<file path="src/rtl/slb_pkg.sv">
package slb_pkg;
    localparam int WORD_W    = 64;
    localparam int VLD_BIT   = 27;
    localparam int SEG_S_LSB = 28;
    localparam int SEG_L_LSB = 40;
    localparam int IDX_W     = 12;
    localparam int SZ_HI     = 63;
    localparam int SZ_LO     = 62;

    localparam logic [1:0] SZ_SMALL = 2'b00;
    localparam logic [1:0] SZ_LARGE = 2'b01;

    typedef logic [WORD_W-1:0] word_t;

    typedef enum logic [2:0] {
        OP_NOP      = 3'd0,
        OP_LOOKUP   = 3'd1,
        OP_WRITE    = 3'd2,
        OP_RD_ESID  = 3'd3,
        OP_RD_VSID  = 3'd4,
        OP_INV_ALL  = 3'd5,
        OP_INV_ADDR = 3'd6
    } slb_op_e;

    typedef enum logic [2:0] {
        RS_IDLE,
        RS_LOOK,
        RS_WRITE,
        RS_READ,
        RS_INVAL
    } rsp_state_e;

    function automatic word_t seg_keep_mask();
        return ({WORD_W{1'b1}} << SEG_S_LSB) | (word_t'(1) << VLD_BIT);
    endfunction
endpackage

</file>
<file path="src/rtl/slb_match.sv">
module slb_match
    import slb_pkg::*;
#(
    parameter int NUM_SLOTS = 8,
    parameter int SLOT_W    = 3
) (
    input  logic [WORD_W-1:0]                 probe,
    input  logic [NUM_SLOTS-1:0][WORD_W-1:0]  ent_esid,
    input  logic [NUM_SLOTS-1:0][WORD_W-1:0]  ent_vsid,
    output logic                              hit,
    output logic [SLOT_W-1:0]                 slot,
    output logic [WORD_W-1:0]                 hit_esid,
    output logic [WORD_W-1:0]                 hit_vsid
);
    word_t key_small;
    word_t key_large;
    logic [NUM_SLOTS-1:0] match;

    assign key_small = (probe & ({WORD_W{1'b1}} << SEG_S_LSB)) | (word_t'(1) << VLD_BIT);
    assign key_large = (probe & ({WORD_W{1'b1}} << SEG_L_LSB)) | (word_t'(1) << VLD_BIT);

    for (genvar g = 0; g < NUM_SLOTS; g++) begin : g_cmp
        logic [1:0] code;
        assign code = ent_vsid[g][SZ_HI:SZ_LO];
        assign match[g] = ((ent_esid[g] == key_small) && (code == SZ_SMALL)) ||
                          ((ent_esid[g] == key_large) && (code == SZ_LARGE));
    end

    always_comb begin
        hit  = 1'b0;
        slot = '0;
        for (int k = NUM_SLOTS - 1; k >= 0; k--) begin
            if (match[k]) begin
                hit  = 1'b1;
                slot = SLOT_W'(k);
            end
        end
    end

    assign hit_esid = hit ? ent_esid[slot] : '0;
    assign hit_vsid = hit ? ent_vsid[slot] : '0;
endmodule

</file>
<file path="src/rtl/slb_wr_check.sv">
module slb_wr_check
    import slb_pkg::*;
#(
    parameter int NUM_SLOTS = 8,
    parameter int SLOT_W    = 3,
    parameter bit ALLOW_1T  = 1'b1
) (
    input  logic [IDX_W-1:0]  idx,
    input  logic [1:0]        size_code,
    output logic              idx_ok,
    output logic              size_ok,
    output logic [SLOT_W-1:0] slot
);
    logic large_ok;

    if (ALLOW_1T) begin : g_large_on
        assign large_ok = 1'b1;
    end else begin : g_large_off
        assign large_ok = 1'b0;
    end

    assign idx_ok  = (int'(idx) < NUM_SLOTS);
    assign size_ok = (size_code == SZ_SMALL) || ((size_code == SZ_LARGE) && large_ok);
    assign slot    = idx[SLOT_W-1:0];
endmodule

</file>
<file path="src/rtl/slb_store.sv">
module slb_store
    import slb_pkg::*;
#(
    parameter int NUM_SLOTS = 8,
    parameter int SLOT_W    = 3
) (
    input  logic                              clk,
    input  logic                              rst_n,
    input  logic                              wr_en,
    input  logic [SLOT_W-1:0]                 wr_slot,
    input  logic [WORD_W-1:0]                 wr_esid,
    input  logic [WORD_W-1:0]                 wr_vsid,
    input  logic                              clr_all,
    input  logic                              clr_one,
    input  logic [SLOT_W-1:0]                 clr_slot,
    output logic [NUM_SLOTS-1:0][WORD_W-1:0]  ent_esid,
    output logic [NUM_SLOTS-1:0][WORD_W-1:0]  ent_vsid
);
    for (genvar g = 0; g < NUM_SLOTS; g++) begin : g_slot
        localparam bit SWEEPABLE = (g != 0);
        logic sel_wr;
        logic sel_clr;

        assign sel_wr  = wr_en && (wr_slot == SLOT_W'(g));
        assign sel_clr = (clr_one && (clr_slot == SLOT_W'(g))) || (clr_all && SWEEPABLE);

        always_ff @(posedge clk or negedge rst_n) begin
            if (!rst_n) begin
                ent_esid[g] <= '0;
                ent_vsid[g] <= '0;
            end else if (sel_wr) begin
                ent_esid[g] <= wr_esid;
                ent_vsid[g] <= wr_vsid;
            end else if (sel_clr) begin
                ent_esid[g][VLD_BIT] <= 1'b0;
            end
        end

        if (SWEEPABLE) begin : g_swept

            sweep_clears_chk: assert property (@(posedge clk) disable iff (!rst_n)
                (clr_all && !wr_en) |=> !ent_esid[g][VLD_BIT]);
        end else begin : g_kept

            slot0_kept_chk: assert property (@(posedge clk) disable iff (!rst_n)
                (clr_all && !wr_en && !clr_one) |=> $stable(ent_esid[g]));
        end
    end
endmodule

</file>
<file path="src/rtl/slb_unit.sv">
module slb_unit
    import slb_pkg::*;
#(
    parameter int NUM_SLOTS = 8,
    parameter bit ALLOW_1T  = 1'b1,
    localparam int SLOT_W   = $clog2(NUM_SLOTS)
) (
    input  logic              clk,
    input  logic              rst_n,
    input  logic [2:0]        cmd_op,
    input  logic [63:0]       cmd_addr,
    input  logic [63:0]       cmd_data,
    output logic              rsp_valid,
    output logic              rsp_hit,
    output logic [SLOT_W-1:0] rsp_slot,
    output logic [63:0]       rsp_esid,
    output logic [63:0]       rsp_vsid,
    output logic [63:0]       rsp_data,
    output logic              rsp_err,
    output logic              flush_req
);
    slb_op_e op;
    assign op = slb_op_e'(cmd_op);

    logic [NUM_SLOTS-1:0][WORD_W-1:0] ent_esid;
    logic [NUM_SLOTS-1:0][WORD_W-1:0] ent_vsid;

    logic              m_hit;
    logic [SLOT_W-1:0] m_slot;
    word_t             m_esid;
    word_t             m_vsid;

    logic              idx_ok;
    logic              size_ok;
    logic [SLOT_W-1:0] ix_slot;

    slb_match #(.NUM_SLOTS(NUM_SLOTS), .SLOT_W(SLOT_W)) u_match (
        .probe    (cmd_addr),
        .ent_esid (ent_esid),
        .ent_vsid (ent_vsid),
        .hit      (m_hit),
        .slot     (m_slot),
        .hit_esid (m_esid),
        .hit_vsid (m_vsid)
    );

    slb_wr_check #(.NUM_SLOTS(NUM_SLOTS), .SLOT_W(SLOT_W), .ALLOW_1T(ALLOW_1T)) u_check (
        .idx       (cmd_addr[IDX_W-1:0]),
        .size_code (cmd_data[SZ_HI:SZ_LO]),
        .idx_ok    (idx_ok),
        .size_ok   (size_ok),
        .slot      (ix_slot)
    );

    logic wr_en;
    logic clr_all;
    logic clr_one;

    assign wr_en   = (op == OP_WRITE) && idx_ok && size_ok;
    assign clr_all = (op == OP_INV_ALL);
    assign clr_one = (op == OP_INV_ADDR) && m_hit;

    slb_store #(.NUM_SLOTS(NUM_SLOTS), .SLOT_W(SLOT_W)) u_store (
        .clk      (clk),
        .rst_n    (rst_n),
        .wr_en    (wr_en),
        .wr_slot  (ix_slot),
        .wr_esid  (cmd_addr & seg_keep_mask()),
        .wr_vsid  (cmd_data),
        .clr_all  (clr_all),
        .clr_one  (clr_one),
        .clr_slot (m_slot),
        .ent_esid (ent_esid),
        .ent_vsid (ent_vsid)
    );

    logic others_valid;
    always_comb begin
        others_valid = 1'b0;
        for (int k = 1; k < NUM_SLOTS; k++) begin
            others_valid = others_valid | ent_esid[k][VLD_BIT];
        end
    end

    word_t rd_word;
    always_comb begin
        rd_word = '0;
        if (idx_ok) begin
            rd_word = (op == OP_RD_VSID) ? ent_vsid[ix_slot] : ent_esid[ix_slot];
        end
    end

    rsp_state_e rsp_state;
    rsp_state_e nxt_state;

    always_comb begin
        unique case (op)
            OP_LOOKUP:              nxt_state = RS_LOOK;
            OP_WRITE:               nxt_state = RS_WRITE;
            OP_RD_ESID, OP_RD_VSID: nxt_state = RS_READ;
            OP_INV_ALL, OP_INV_ADDR: nxt_state = RS_INVAL;
            default:                nxt_state = RS_IDLE;
        endcase
    end

    always_ff @(posedge clk or negedge rst_n) begin
        if (!rst_n) rsp_state <= RS_IDLE;
        else        rsp_state <= nxt_state;
    end

    logic              hit_q;
    logic [SLOT_W-1:0] slot_q;
    word_t             esid_q;
    word_t             vsid_q;
    word_t             data_q;
    logic              err_q;
    logic              flush_q;

    always_ff @(posedge clk or negedge rst_n) begin
        if (!rst_n) begin
            hit_q   <= 1'b0;
            slot_q  <= '0;
            esid_q  <= '0;
            vsid_q  <= '0;
            data_q  <= '0;
            err_q   <= 1'b0;
            flush_q <= 1'b0;
        end else begin
            hit_q   <= 1'b0;
            slot_q  <= '0;
            esid_q  <= '0;
            vsid_q  <= '0;
            data_q  <= '0;
            err_q   <= 1'b0;
            flush_q <= 1'b0;
            case (op)
                OP_LOOKUP, OP_INV_ADDR: begin
                    hit_q   <= m_hit;
                    slot_q  <= m_slot;
                    esid_q  <= m_esid;
                    vsid_q  <= m_vsid;
                    flush_q <= (op == OP_INV_ADDR) && m_hit;
                end
                OP_WRITE: err_q <= !(idx_ok && size_ok);
                OP_RD_ESID, OP_RD_VSID: begin
                    err_q  <= !idx_ok;
                    data_q <= rd_word;
                end
                OP_INV_ALL: flush_q <= others_valid;
                default: ;
            endcase
        end
    end

    always_comb begin
        unique case (rsp_state)
            RS_IDLE:                             rsp_valid = 1'b0;
            RS_LOOK, RS_WRITE, RS_READ, RS_INVAL: rsp_valid = 1'b1;
            default:                             rsp_valid = 1'b0;
        endcase
        rsp_hit   = hit_q;
        rsp_slot  = slot_q;
        rsp_esid  = esid_q;
        rsp_vsid  = vsid_q;
        rsp_data  = data_q;
        rsp_err   = err_q;
        flush_req = flush_q;
    end


    flush_src_chk: assert property (@(posedge clk) disable iff (!rst_n)
        flush_req |-> (rsp_state == RS_INVAL));


    hit_kind_chk: assert property (@(posedge clk) disable iff (!rst_n)
        rsp_hit |-> (rsp_state == RS_LOOK || rsp_state == RS_INVAL));


    bad_wr_chk: assert property (@(posedge clk) disable iff (!rst_n)
        (op == OP_WRITE && !(idx_ok && size_ok)) |=> ($stable(ent_esid) && $stable(ent_vsid)));


    rd_err_chk: assert property (@(posedge clk) disable iff (!rst_n)
        (rsp_state == RS_READ && rsp_err) |-> (rsp_data == '0));


    miss_quiet_chk: assert property (@(posedge clk) disable iff (!rst_n)
        (op == OP_INV_ADDR && !m_hit) |=> ($stable(ent_esid) && !flush_req));
endmodule

</file>
<file path="config.mk">
export PLATFORM = sky130hd
export DESIGN_NAME = slb_unit
export DESIGN_NICKNAME = d
export VERILOG_FILES = /design/src/rtl/slb_pkg.sv /design/src/rtl/slb_match.sv /design/src/rtl/slb_wr_check.sv /design/src/rtl/slb_store.sv /design/src/rtl/slb_unit.sv
export SDC_FILE = /design/constraint.sdc
export NUM_CORES = 2
export LEC_CHECK = 0
export ABC_CLOCK_PERIOD_IN_PS = 8600
export BUFFER_PORTS_ARGS = -buffer_cell sky130_fd_sc_hd__buf_2
export CAP_MARGIN = 20
export CORE_ASPECT_RATIO = 1.5
export CORE_MARGIN = 10
export CORE_UTILIZATION = 50
export DETAILED_ROUTE_END_ITERATION = 10
export MAX_ROUTING_LAYER = met4
export PLACE_DENSITY = 0.67
export SYNTH_ARGS = -nofsm -noshare
export SYNTH_HDL_FRONTEND = slang
export SYNTH_HIERARCHICAL = 1
export SYNTH_SLANG_ARGS = --single-unit
</file>
<file path="constraint.sdc">
create_clock -name clk -period 8.6 [get_ports clk]
set_input_delay 1.72 -clock clk [delete_from_list [all_inputs] [get_ports clk]]
set_output_delay 1.72 -clock clk [all_outputs]
set_load 0.05 [all_outputs]
</file>
After elaboration in Yosys (flattened, before gate mapping)
Cells that the tools add are included.
{"block": "op_classes", "n_eq_ne": 49, "order_cmp": 3, "bitwise_logic": 6, "n_mux": 53, "reduce_logical": 77}
{"operator": "$bmux W64 S3", "n": 4}
{"operator": "$mux W64", "n": 11}
{"operator": "$eq A37 B37 Y1", "n": 16}
{"operator": "$eq A3 B3 Y1 const B", "n": 12}
{"operator": "$logic_and A1 B1 Y1", "n": 36}
{"operator": "$mux W3", "n": 9}
{"operator": "$mux W1", "n": 26}
{"operator": "$eq A3 B2 Y1 const B", "n": 8}
{"operator": "$eq A2 B1 Y1 const B", "n": 9}
{"operator": "$logic_not A2 Y1", "n": 9}
{"operator": "$logic_or A1 B1 Y1", "n": 16}
{"operator": "$reduce_bool A2 Y1", "n": 8}
{"operator": "$eq A3 B1 Y1 const B", "n": 4}
{"operator": "$lt A12 B4 Y1 const B", "n": 1}
{"operator": "$pmux W3 S4", "n": 1}
{"operator": "$lt A3 B4 Y1 const B", "n": 2}
{"operator": "$logic_not A3 Y1", "n": 2}
{"operator": "$or A1 B1 Y1", "n": 6}
{"operator": "$reduce_or A2 Y1", "n": 3}
{"operator": "$pmux W1 S2", "n": 2}
{"operator": "$reduce_or A4 Y1", "n": 1}
{"operator": "$logic_not A1 Y1", "n": 2}
{"block": "totals", "regBits": 1009, "word_cells": 220, "out_inout_bits": 199}

Logic depth before layout (Yosys ltp)
{"block": "depth", "word_depth": 16, "ltp_mapped": 14}

By module
The synthesis kept the hierarchy.
{"mod": "slb_store", "area_per_inst_um2": 38469.4, "n_inst": 1, "cells_per_inst": 2188, "seq_area_each_um2": 25624.6}
{"mod": "slb_unit", "area_per_inst_um2": 14360.0, "n_inst": 1, "cells_per_inst": 1042, "seq_area_each_um2": 5029.8}
{"mod": "slb_match", "area_per_inst_um2": 11349.6, "n_inst": 1, "cells_per_inst": 1515, "seq_area_each_um2": 0.0}
{"mod": "slb_wr_check", "area_per_inst_um2": 52.6, "n_inst": 1, "cells_per_inst": 7, "seq_area_each_um2": 0.0}

Least setup slack after synthesis
OpenSTA, ideal clock, no wires.
{"block": "synth_path", "path_type": "in2reg", "from": "input port cmd_addr[60]", "to": "register esid_q[45] (netlist: rsp_esid[45])", "t_required_ps": 8481, "setup_slack_ps": 3382, "stages": 13, "t_arrival_ps": 5099, "setup_time_ps": 119, "path_cell_list": "clkbuf_1 -> xor2_1 -> or4_1 -> or4_4 -> a2111oi_4 -> o221ai_1 -> a311oi_2 -> buf_6 -> buf_4 -> mux2_1 -> o221ai_1 -> o221ai_2 -> and2_1"}
{"block": "synth_between", "elab_chain_cells": 15, "word_cells_on_any_way": 60, "cone_classes": "16 x eq/ne; 20 x mux; 24 x reduce/logical"}
{"item": "from (decl)", "line_no": "slb_unit.sv:11", "text": "input logic [63:0] cmd_addr,"}
{"item": "$eq A37 B37 Y1, on equally long branches", "line_no": "slb_match.sv:25, slb_match.sv:26"}
{"item": "$logic_and A1 B1 Y1, on equally long branches", "line_no": "slb_match.sv:25, slb_match.sv:26"}
{"item": "$logic_or A1 B1 Y1", "line_no": "slb_match.sv:25", "text": "assign match[g] = ((ent_esid[g] == key_small) && (code == SZ_SMALL)) ||"}
{"item": "$mux W3 (8 in series)", "line_no": "slb_match.sv:33", "text": "if (match[k]) begin"}
{"item": "$bmux W64 S3", "line_no": "slb_match.sv:40", "text": "assign hit_esid = hit ? ent_esid[slot] : '0;"}
{"item": "$mux W64 (implied by the code)", "line_no": "slb_match.sv:40"}
{"item": "$mux W64 *", "line_no": "slb_match.sv:40"}
{"item": "named net m_esid[45]", "line_no": "slb_unit.sv:30", "text": "word_t m_esid;"}
{"item": "$mux W64 *", "line_no": "slb_unit.sv:136", "text": "case (op)"}
{"item": "to (signal assigned)", "line_no": "slb_unit.sv:140", "text": "esid_q <= m_esid;"}
{"item": "to (decl)", "line_no": "slb_unit.sv:113", "text": "word_t esid_q;"}
Mark *: on every way through the listed nets, which the timed path passes. The rest lies on a longest branch. The select of a mux whose other input is x is not followed.
A chain may end at the register's enable or synchronous reset.

Worst setup path after layout
{"block": "layout_path", "from": "input port cmd_addr[62]", "to": "register vsid_q[19] (netlist: rsp_vsid[19])"}
{"block": "layout_between", "elab_chain_cells": 15, "word_cells_on_any_way": 60, "cone_classes": "16 x eq/ne; 20 x mux; 24 x reduce/logical"}
{"item": "$eq A37 B37 Y1, on equally long branches", "line_no": "slb_match.sv:25, slb_match.sv:26"}
{"item": "$logic_and A1 B1 Y1, on equally long branches", "line_no": "slb_match.sv:25, slb_match.sv:26"}
{"item": "$logic_or A1 B1 Y1", "line_no": "slb_match.sv:25"}
{"item": "$mux W3 (8 in series)", "line_no": "slb_match.sv:33"}
{"item": "$bmux W64 S3", "line_no": "slb_match.sv:41", "text": "assign hit_vsid = hit ? ent_vsid[slot] : '0;"}
{"item": "$mux W64 (implied by the code)", "line_no": "slb_match.sv:41"}
{"item": "$mux W64 *", "line_no": "slb_match.sv:41"}
{"item": "named net m_vsid[19]", "line_no": "slb_unit.sv:31", "text": "word_t m_vsid;"}
{"item": "$mux W64 *", "line_no": "slb_unit.sv:136"}
{"item": "to (signal assigned)", "line_no": "slb_unit.sv:141", "text": "vsid_q <= m_vsid;"}
{"item": "to (decl)", "line_no": "slb_unit.sv:114", "text": "word_t vsid_q;"}
Marks and branches as above.

==> impl_metrics.prom <==
# TYPE chip_impl_metric gauge
chip_impl_info{name="status",value="complete, no violations"} 1
chip_impl_info{name="worstHoldEndpoint",value="u_store/ent_esid[257]$_DFFE_PN0P_"} 1
chip_impl_info{name="critical-path-top-delay-family",value="simple AND/OR/NAND/NOR gates"} 1
chip_impl_metric{name="cts_hold_buffers",unit=""} 0
chip_impl_metric{name="core_area",unit="sq um"} 128000
chip_impl_metric{name="die_height",unit="um"} 459
chip_impl_metric{name="drt_drc_violations_left",unit=""} 0
chip_impl_metric{name="dp_slack",unit="ns"} 2.08
chip_impl_metric{name="grt_max_degree",unit=""} 163
chip_impl_metric{name="tightest_slew",unit="ns"} 1.33
chip_impl_metric{name="post_synth.cell_area_avg",unit="sq um"} 13.5
chip_impl_metric{name="fin_skew",unit="ns"} 0.0648
chip_impl_metric{name="ys_warn_count",unit=""} 6
chip_impl_info{name="critPathSlowestCell",value="sky130_fd_sc_hd__nor4_1"} 1
chip_impl_metric{name="gr-usage-all-layers",unit=""} 0.307
chip_impl_info{name="clk_root_buffer_cell",value="sky130_fd_sc_hd__clkbuf_16"} 1
chip_impl_metric{name="drt-total-wl",unit="mm"} 217
chip_impl_metric{name="critical_path_buf_inv_count",unit=""} 3
chip_impl_metric{name="placed_cell_area",unit="sq um"} 67300
chip_impl_metric{name="cell_count_post_placement",unit=""} 6704
chip_impl_metric{name="leakagePower",unit="nW"} 34.6
chip_impl_metric{name="vias_in_the_first_global_route",unit=""} 46061
chip_impl_metric{name="final_max_slew_viol_count",unit=""} 0
chip_impl_metric{name="clock-sinks",unit=""} 1225
chip_impl_metric{name="synth.yosys.seq_area_share",unit=""} 0.477
chip_impl_metric{name="fp-row-count",unit=""} 161
chip_impl_metric{name="fp.dieArea",unit="sq um"} 143000
chip_impl_metric{name="placement.io_buffers",unit=""} 316
chip_impl_metric{name="detail_route.iter0.violations",unit=""} 4315
chip_impl_metric{name="setup_slack",unit="ns"} 2.47
chip_impl_metric{name="synth-seq-cells",unit=""} 1225
chip_impl_info{name="final_common_cell",value="sky130_fd_sc_hd__dfrtp_1"} 1
chip_impl_metric{name="post_cts.resized_instances",unit=""} 0
chip_impl_metric{name="yosysUniqueCellTypes",unit=""} 72
chip_impl_metric{name="slowest_delay",unit="ns"} 0.93
chip_impl_metric{name="clk_transition_reported_paths",unit="ns"} 0.06
chip_impl_metric{name="clkLatencyLatePin",unit="ns"} 0.81
chip_impl_metric{name="layout_worst_path_cycle_share",unit=""} 0.713
chip_impl_metric{name="wl_per_cell",unit="um"} 31.3
chip_impl_info{name="setup.worst_path.class",value="input pin to register"} 1
chip_impl_metric{name="number_of_h_tree_levels",unit=""} 3
chip_impl_metric{name="vdd.ir_drop.worst",unit="mV"} 0.176
chip_impl_metric{name="initial_core_util",unit=""} 0.502
chip_impl_metric{name="max-cap-violations",unit=""} 0
chip_impl_metric{name="timing.reg2reg.setup_slack",unit="ns"} 2.66
chip_impl_metric{name="synth_async_sr_flop_share",unit=""} 1.00
chip_impl_info{name="critical_path_cell_by_cell",value="buf_2, xor2_1, nor4_1, nand4_1, nor4_1, o21ai_0, a311oi_4, buf_4, buf_12, mux2_2, o221ai_1, o221ai_1, and2_1"} 1
chip_impl_metric{name="syn_inst",unit=""} 4752
chip_impl_info{name="tritoncts",value="yes"} 1
chip_impl_metric{name="slew_headroom",unit=""} 0.104
chip_impl_info{name="holdCritStartpoint",value="u_store/ent_esid[257]$_DFFE_PN0P_"} 1
chip_impl_metric{name="r2r.worst_path.cells",unit=""} 12
chip_impl_metric{name="die-width",unit="um"} 313
chip_impl_metric{name="final.min_clock_period",unit="ns"} 6.13
chip_impl_info{name="startpoint_type",value="input pin"} 1
chip_impl_metric{name="final_area",unit="sq um"} 71600
chip_impl_metric{name="power_per_cell_area",unit="nW/um^2"} 168
chip_impl_metric{name="setup_viol",unit=""} 0
chip_impl_metric{name="num_vias",unit=""} 44090
chip_impl_metric{name="fin_total_pwr",unit="mW"} 12.0
chip_impl_metric{name="cts-buffers-inserted",unit=""} 120
chip_impl_metric{name="filler_cell_count",unit=""} 10802
chip_impl_metric{name="grt_pass1_wl",unit="mm"} 320
chip_impl_metric{name="peak_fanout_along_the_critical_path",unit=""} 80
chip_impl_info{name="layout.cells.most_common_list",value="sky130_fd_sc_hd__dfrtp_1, sky130_fd_sc_hd__mux2_2, sky130_fd_sc_hd__mux2i_1, sky130_fd_sc_hd__buf_2, sky130_fd_sc_hd__conb_1"} 1
chip_impl_metric{name="cts_max_path_buffers",unit=""} 3
chip_impl_metric{name="ant_nets",unit=""} 0
chip_impl_metric{name="max_freq",unit="MHz"} 163
chip_impl_info{name="critical_path.reg2reg.endpoint",value="rsp_vsid[19]$_DFF_PN0_"} 1
chip_impl_metric{name="aggregate_negative_setup_slack",unit="ns"} 0
chip_impl_metric{name="i_o_pin_total",unit=""} 332
chip_impl_metric{name="area_growth_syn_to_layout",unit="%"} 11.5
chip_impl_metric{name="detail_route.vias_per_cell",unit=""} 6.34
chip_impl_metric{name="number_of_cells_on_the_critical_path",unit=""} 13
chip_impl_info{name="setup_repair_after_global_routing_missed_its_margin",value="false"} 1
chip_impl_metric{name="final_layout_size_suffix_gt1_frac",unit=""} 0.369
chip_impl_metric{name="data_required_time_of_the_worst_path",unit="ns"} 9.24
chip_impl_metric{name="cts.repair_timing.setup_buffer_count",unit=""} 0
chip_impl_info{name="hold_class",value="register to register"} 1
chip_impl_metric{name="finalHoldViolations",unit=""} 0
chip_impl_metric{name="place.detailed.hpwl",unit="mm"} 141
chip_impl_metric{name="first_pass_iters",unit=""} 5
chip_impl_metric{name="place_congestion",unit=""} 1.06
chip_impl_metric{name="worst_ep_arrival_time",unit="ns"} 6.77
chip_impl_metric{name="final_nets",unit=""} 5249
chip_impl_metric{name="grt_overflow",unit=""} 0
chip_impl_metric{name="hold-path-cell-count",unit=""} 1
chip_impl_metric{name="final_cell_count_no_fill",unit=""} 6954
chip_impl_info{name="end_kind",value="register"} 1
chip_impl_info{name="crit-reg2reg-launch",value="u_store/ent_esid[459]$_DFFE_PN0P_"} 1
chip_impl_info{name="synth_top_flop_cell",value="sky130_fd_sc_hd__dfrtp_1"} 1
chip_impl_metric{name="grt_antenna_before_repair",unit=""} 29
chip_impl_metric{name="synth_edf_count",unit=""} 0
chip_impl_metric{name="syn_area",unit="sq um"} 64200
synthesized netlist by cell type (4+ instances only):
| cell | instances | area [sq um] |
|---|---|---|
| sky130_fd_sc_hd__o21ai_0 | 11 | 55.1 |
| sky130_fd_sc_hd__a22o_1 | 49 | 429 |
| sky130_fd_sc_hd__nand2b_1 | 14 | 87.6 |
| sky130_fd_sc_hd__nand4_1 | 74 | 463 |
| sky130_fd_sc_hd__buf_6 | 76 | 856 |
| sky130_fd_sc_hd__mux2_2 | 1049 | 11800 |
| sky130_fd_sc_hd__mux4_2 | 196 | 4410 |
| sky130_fd_sc_hd__nor2_1 | 38 | 143 |
| sky130_fd_sc_hd__nor3b_1 | 5 | 37.5 |
| sky130_fd_sc_hd__and3_1 | 40 | 250 |
| sky130_fd_sc_hd__buf_1 | 4 | 15.0 |
| sky130_fd_sc_hd__o32ai_1 | 13 | 114 |
| sky130_fd_sc_hd__o22ai_1 | 26 | 163 |
| sky130_fd_sc_hd__clkbuf_1 | 135 | 507 |
| sky130_fd_sc_hd__o211ai_1 | 6 | 45.0 |
| sky130_fd_sc_hd__nand2_1 | 232 | 871 |
| sky130_fd_sc_hd__a21o_1 | 4 | 30.0 |
| sky130_fd_sc_hd__a22oi_1 | 38 | 285 |
| sky130_fd_sc_hd__buf_2 | 75 | 375 |
| sky130_fd_sc_hd__a2111oi_0 | 5 | 43.8 |
| sky130_fd_sc_hd__and2_1 | 138 | 863 |
| sky130_fd_sc_hd__nor3_1 | 20 | 100 |
| sky130_fd_sc_hd__nand3_1 | 9 | 45.0 |
| sky130_fd_sc_hd__mux2i_1 | 335 | 3350 |
| sky130_fd_sc_hd__mux2_4 | 48 | 721 |
| sky130_fd_sc_hd__nor2b_1 | 5 | 31.3 |
| sky130_fd_sc_hd__or4_1 | 20 | 150 |
| sky130_fd_sc_hd__nor4_1 | 124 | 776 |
| sky130_fd_sc_hd__o221ai_2 | 4 | 60.1 |
| sky130_fd_sc_hd__o221ai_1 | 194 | 1700 |
| sky130_fd_sc_hd__inv_1 | 5 | 18.8 |
| sky130_fd_sc_hd__nor4b_1 | 12 | 105 |
| sky130_fd_sc_hd__xor2_1 | 174 | 1520 |
| sky130_fd_sc_hd__xnor2_1 | 117 | 1020 |
| sky130_fd_sc_hd__dfrtp_1 | 1225 | 30700 |
| sky130_fd_sc_hd__mux2_1 | 40 | 450 |
| sky130_fd_sc_hd__nand4b_1 | 7 | 61.3 |
| sky130_fd_sc_hd__a221o_1 | 38 | 380 |
| sky130_fd_sc_hd__buf_4 | 98 | 736 |
sequential cells by signal, summed over array words and instances (netlist names):
register          count
u_store/ent_esid    512
u_store/ent_vsid    512
rsp_data             64
rsp_esid             64
rsp_vsid             64
rsp_slot              3
rsp_state             3
flush_req             1
rsp_err               1
rsp_hit               1
kinds of logic (layout without fill, tap and decap cells):
kind of cell,after synthesis,in the layout,share of synthesized area
simple gates,760,760,0.0655
compound gates,410,410,0.0546
xor+xnor,291,291,0.0397
buf+inv,396,618,0.0397
other cells,2,271,0.000117
mux,1668,1668,0.323
flops,1225,1225,0.477
worst register-to-register path, cell delays in order, from the launching register on:
cell	delay [ns]
sky130_fd_sc_hd__dfrtp_1	0.39
sky130_fd_sc_hd__or4_1	0.58
sky130_fd_sc_hd__nor4_1	0.92
sky130_fd_sc_hd__or4b_1	0.54
sky130_fd_sc_hd__a2111oi_0	0.54
sky130_fd_sc_hd__o221ai_1	0.26
sky130_fd_sc_hd__a311oi_4	0.55
sky130_fd_sc_hd__buf_4	0.38
sky130_fd_sc_hd__buf_12	0.42
sky130_fd_sc_hd__mux2_2	0.63
sky130_fd_sc_hd__o221ai_1	0.22
sky130_fd_sc_hd__o221ai_1	0.18
sky130_fd_sc_hd__and2_1	0.18
routing by layer:
metal / routed length, um / track usage
met4: 12300 / 0.161
met3: 15600 / 0.0544
met1: 88100 / 0.386
met2: 102000 / 0.474
met5: 0 / -
final cells by class:
class / instances / area [sq um] / area share
antenna: 27 / 67.6 / 0.000944
clock buffer: 164 / 3420 / 0.0477
clock inverter: 58 / 815 / 0.0114
inverter: 5 / 18.8 / 0.000262
multi-input combinational: 3373 / 32000 / 0.448
sequential: 1225 / 30700 / 0.428
tap: 1711 / 2140 / 0.0299
timing repair buffer: 391 / 2440 / 0.0341
stage by stage:
step | util | hold slack [ns]
2_1_floorplan | - | 0.476
3_3_place_gp | 0.526 | 0.492
3_5_place_dp | 0.526 | 0.508
4_1_cts | 0.559 | 0.527
5_1_grt | 0.560 | 0.544
6_report | 0.560 | 0.521
power breakdown:
group	total, mW	internal (mW)	switching [mW]
Clock	5.64	3.19	2.45
Combinational	0.627	0.157	0.470
Sequential	5.78	5.77	0.00504
Total	12.0	9.12	2.92
how the worst max path moves through the flow:
stage | slack, ns | endpoint | start
finish | 2.47 | rsp_vsid[19]$_DFF_PN0_ | cmd_addr[62]
global route | 2.47 | rsp_vsid[19]$_DFF_PN0_ | cmd_addr[57]
global placement | 2.10 | rsp_esid[33]$_DFF_PN0_ | cmd_addr[51]
detailed placement | 2.08 | rsp_esid[52]$_DFF_PN0_ | cmd_addr[57]
floorplan | 3.38 | rsp_esid[45]$_DFF_PN0_ | cmd_addr[60]
CTS | 2.83 | rsp_vsid[19]$_DFF_PN0_ | cmd_addr[62]
Power figures use the tool's default switching activity.
